==> config.mk <==
export PLATFORM = sky130hd
export DESIGN_NAME = tmr_out_route
export DESIGN_NICKNAME = d
export VERILOG_FILES = /design/src/rtl/tmr_out_route.sv
export SDC_FILE = /design/constraint.sdc
export NUM_CORES = 1
export LEC_CHECK = 0
export ABC_CLOCK_PERIOD_IN_PS = 1300
export CAP_MARGIN = 10
export CORE_UTILIZATION = 43
export DETAILED_ROUTE_END_ITERATION = 8
export PLACE_DENSITY = 0.87
export REMOVE_ABC_BUFFERS = 1
export SYNTH_ARGS = -nofsm -noshare
export SYNTH_HDL_FRONTEND = slang
export SYNTH_SLANG_ARGS = --single-unit
==> constraint.sdc <==
create_clock -name clk -period 1.3 [get_ports clk]
set_input_delay 0.195 -clock clk [delete_from_list [all_inputs] [get_ports clk]]
set_output_delay 0.195 -clock clk [all_outputs]
set_load 0.05 [all_outputs]
==> src/rtl/tmr_out_route.sv <==
module tmr_out_route #(
  parameter int N_CH  = 4,
  parameter int N_OUT = 4
) (
  input  logic             clk,
  input  logic             rst_n,
  input  logic [N_CH-1:0]  cmp_in,
  input  logic [1:0]       route_sel,
  input  logic             update,
  input  logic             stg_en_we,
  input  logic [N_OUT-1:0] stg_en_wdata,
  input  logic             stg_lvl_we,
  input  logic [N_OUT-1:0] stg_lvl_wdata,
  input  logic             act_en_we,
  input  logic [N_OUT-1:0] act_en_wdata,
  input  logic             act_lvl_we,
  input  logic [N_OUT-1:0] act_lvl_wdata,
  output logic [N_OUT-1:0] pin_out
);
  localparam int HALF   = (N_CH / 2 > 0) ? N_CH / 2 : 1;
  localparam int SECOND = (N_CH > 1) ? 1 : 0;

  logic [N_OUT-1:0] routed, mixed;
  logic [N_OUT-1:0] en_act, lvl_act, en_stg, lvl_stg;
  logic             en_pend, lvl_pend;
  logic             past_ok;

  for (genvar k = 0; k < N_OUT; k++) begin : g_route
    always_comb begin
      unique case (route_sel)
        2'd0:    routed[k] = cmp_in[k % N_CH];
        2'd1:    routed[k] = cmp_in[k % HALF];
        2'd2:    routed[k] = cmp_in[0];
        default: routed[k] = (k == 0) ? cmp_in[0] : cmp_in[SECOND];
      endcase
    end
  end

  assign mixed = (routed & ~en_act) | (lvl_act & en_act);

  always_ff @(posedge clk) begin
    if (!rst_n) pin_out <= '0;
    else        pin_out <= mixed;
  end

  always_ff @(posedge clk) begin
    if (!rst_n) begin
      en_act  <= '0;
      en_stg  <= '0;
      en_pend <= 1'b0;
    end else begin
      if (act_en_we)              en_act <= act_en_wdata;
      else if (update && en_pend) en_act <= en_stg;
      if (stg_en_we) begin
        en_stg  <= stg_en_wdata;
        en_pend <= 1'b1;
      end else if (update) begin
        en_pend <= 1'b0;
      end
    end
  end

  always_ff @(posedge clk) begin
    if (!rst_n) begin
      lvl_act  <= '0;
      lvl_stg  <= '0;
      lvl_pend <= 1'b0;
    end else begin
      if (act_lvl_we)              lvl_act <= act_lvl_wdata;
      else if (update && lvl_pend) lvl_act <= lvl_stg;
      if (stg_lvl_we) begin
        lvl_stg  <= stg_lvl_wdata;
        lvl_pend <= 1'b1;
      end else if (update) begin
        lvl_pend <= 1'b0;
      end
    end
  end

  always_ff @(posedge clk) begin
    if (!rst_n) past_ok <= 1'b0;
    else        past_ok <= 1'b1;
  end


  reset_zero_chk: assert property (@(posedge clk)
    $past(!rst_n) |-> (pin_out == '0));


  fanout_ch0_chk: assert property (@(posedge clk) disable iff (!rst_n)
    (past_ok && $past(route_sel) == 2'd2 && $past(en_act) == '0)
      |-> (pin_out == {N_OUT{$past(cmp_in[0])}}));


  forced_level_chk: assert property (@(posedge clk) disable iff (!rst_n)
    past_ok |-> ((pin_out & $past(en_act)) == ($past(lvl_act) & $past(en_act))));


  direct_en_chk: assert property (@(posedge clk) disable iff (!rst_n)
    (past_ok && $past(act_en_we)) |-> (en_act == $past(act_en_wdata)));


  idle_update_chk: assert property (@(posedge clk) disable iff (!rst_n)
    (past_ok && $past(update && !en_pend && !act_en_we)) |-> $stable(en_act));


  pend_drop_chk: assert property (@(posedge clk) disable iff (!rst_n)
    (past_ok && $past(update && !stg_lvl_we)) |-> !lvl_pend);
endmodule

==> reports/qor.txt <==
Pre-antenna DRT Iters - 4
Hold buffers post-CTS - 0
Global route total overflow - 0
Power density cells - 1027 nW/um^2
Slew Limit Fails - 0
Largest net degree at the start of global routing - 23
Post-CTS Resized - 0
DR vias - 771
Initial antenna violation count - 0
Mapped Area - 948.4 sq um
DRT iter0 DRCs - 3
Vias in the first global route - 758
Drt drc - 0
Avg Inst Size Synth - 9.879 sq um
Cells along the critical path - clkdlybuf4s50_1 > inv_1 > ha_1 > a211o_1 > a21oi_1 > nor3_1
RSZ-0062 raised after global routing - no
First-pass GRT wire length - 3118 um
Clock skew - 1.726 ps
Hpwl dp - 1557 um
Setup CP Type - in2reg
Max Clk Rate - 0.7999 GHz
Crit path DAT - 1450 ps
Vias per cell - 4.880
Seq/Total Area, Yosys - 46.44%
Slew headroom - 81.13%
MaxCap Viol Count - 0
# diodes - 0
Clock tree sinks - 22
CTS tree - built
Period Utilization, post-route - 96.16%
Die X - 48.97 um
GP Congestion - 0.7031
Clk buf depth - 2
Peak supply drop - 0.0007585 V
Die area - 2398 sq um
Final setup fails - 0
P_leak - 0.0006101 uW
Worst min path class - reg2reg
TritonCTS Buffers - 3
Hold Fails Final Rpt - 0
Post-synth cell types - 15
#FFs+latches synth - 22
Die Ht - 48.97 um
Crit path time final - 1250 ps
Synth warn - 0
Crit. End Element - flip-flop
Post-CTS setup buffer count - 0
CP Launch Type - primary input
Worst slew pin tran - 282.1 ps
Slowest stage delay, CP - 490 ps
CTS H-Tree Depth - 1
Root buffer cell - clkbuf_4
Synth-to-Final Area Change - 45.65%
Antenna viol nets, final - 0
Worst-path fanout max - 3
Pwr Total - 1418 uW
Insertion delay to the later sink of the worst-skew pair - 300 ps
Starting Density - 46.91%
Status - finished clean
Row cnt - 16
Drt total wl - 1860 um
Register clock-pin slew on the reported worst setup and hold paths - 110 ps
Routed WL per cell - 11.77 um
Total GRT Usage - 17.09%
Cell area after layout - 1381 sq um
CP max-delay cell - clkdlybuf4s50_1
Port Buffer Count - 32
IO Pins - 33
DP Area - 1345 sq um
Placeable Area - 2022 sq um
Worst path required time - 1500 ps
Share of cells above drive strength 1 - 9.924%
Final nets - 164
Synth Instances - 96
metal layers:
layer	vias to the layer above	global-route usage, %	routed length (um)
li1	402	-	-
met1	346	17.22	799
met2	23	33.56	977
met3	0	4.050	84
met4	0	5.882	0
met5	-	0	0
kinds of logic after synthesis:
family | after synthesis | synth area share (%)
flops | 22 | 46.44
mux | 18 | 19.00
fa+ha+maj | 3 | 3.958
simple gates | 16 | 10.69
compound gates | 26 | 15.04
buf+inv | 11 | 4.882
where the power goes:
| group | internal (uW) | switching [uW] |
|---|---|---|
| Sequential | 722 | 30.6 |
| Clock | 171 | 191 |
| Combinational | 181 | 123 |
worst max-delay path: cells and delay by family:
kind            cells  cell delay (ps)
buf+inv             2              560
compound gates      2              400
fa+ha+maj           1              220
simple gates        1               70
cells in the mapped netlist:
master | instances | area [sq um]
o21a_1 | 2 | 15.01
a21oi_1 | 11 | 55.05
o21ai_0 | 10 | 50.05
nor2b_1 | 11 | 68.82
nand2_2 | 2 | 12.51
a211o_1 | 1 | 8.760
o21ai_1 | 1 | 5.000
ha_1 | 3 | 37.54
buf_2 | 4 | 20.02
a221oi_1 | 1 | 8.760
mux2i_1 | 18 | 180.2
nor3_1 | 1 | 5.000
nor3b_1 | 2 | 15.01
dfxtp_1 | 22 | 440.4
inv_1 | 7 | 26.28
worst paths after layout:
path	endpoint	cells after the start	slack (ps)	from
hold reg to reg	pin_out[1]	2	480	en_act[1]
hold / removal	pin_out[1]	2	480	en_act[1]
setup reg to reg	pin_out[2]	3	440	en_act[2]
setup / recovery	pin_out[2]	6	50	route_sel[0]
through the flow:
stage / hold slack [ps] / setup slack, ps / instances / TNS, ps / util (%)
2_1_floorplan: 312.5 / 301.5 / 92 / 0 / -
3_3_place_gp: 462.2 / -210.1 / 154 / -488.3 / 66.52
3_5_place_dp: 466.1 / -272.7 / 154 / -700.4 / 66.52
4_1_cts: 477.0 / 66.70 / 158 / 0 / 68.32
5_1_grt: 502.2 / 33.12 / 158 / 0 / 68.32
6_report: 483.5 / 49.89 / 158 / 0 / 68.32
placed cells by master, fill, tap and decap left out, drive strengths merged:
cell           count
a211o              1
a21oi             11
a221oi             1
buf                7
clkbuf             4
clkdlybuf4s50     28
dfxtp             22
ha                 3
inv                7
mux2i             18
nand2              2
nor2b             11
nor3               1
nor3b              2
o21a               2
o21ai             11
sequential cells by signal, summed over array words and instances, names as in the netlist:
signal,cells
en_act,4
en_stg,4
lvl_act,4
lvl_stg,4
pin_out,4
en_pend,1
lvl_pend,1
final cells by class:
class                           count  area (sq um)
Timing Repair Buffer               35         382.9
Inverter                            7         26.28
Sequential cell                    22         440.4
Clock buffer                        4         36.28
Multi-Input combinational cell     63         461.7
Fill cell                         165         640.6
Tap cell                           27         33.78
(Power assumes the default switching activity.)
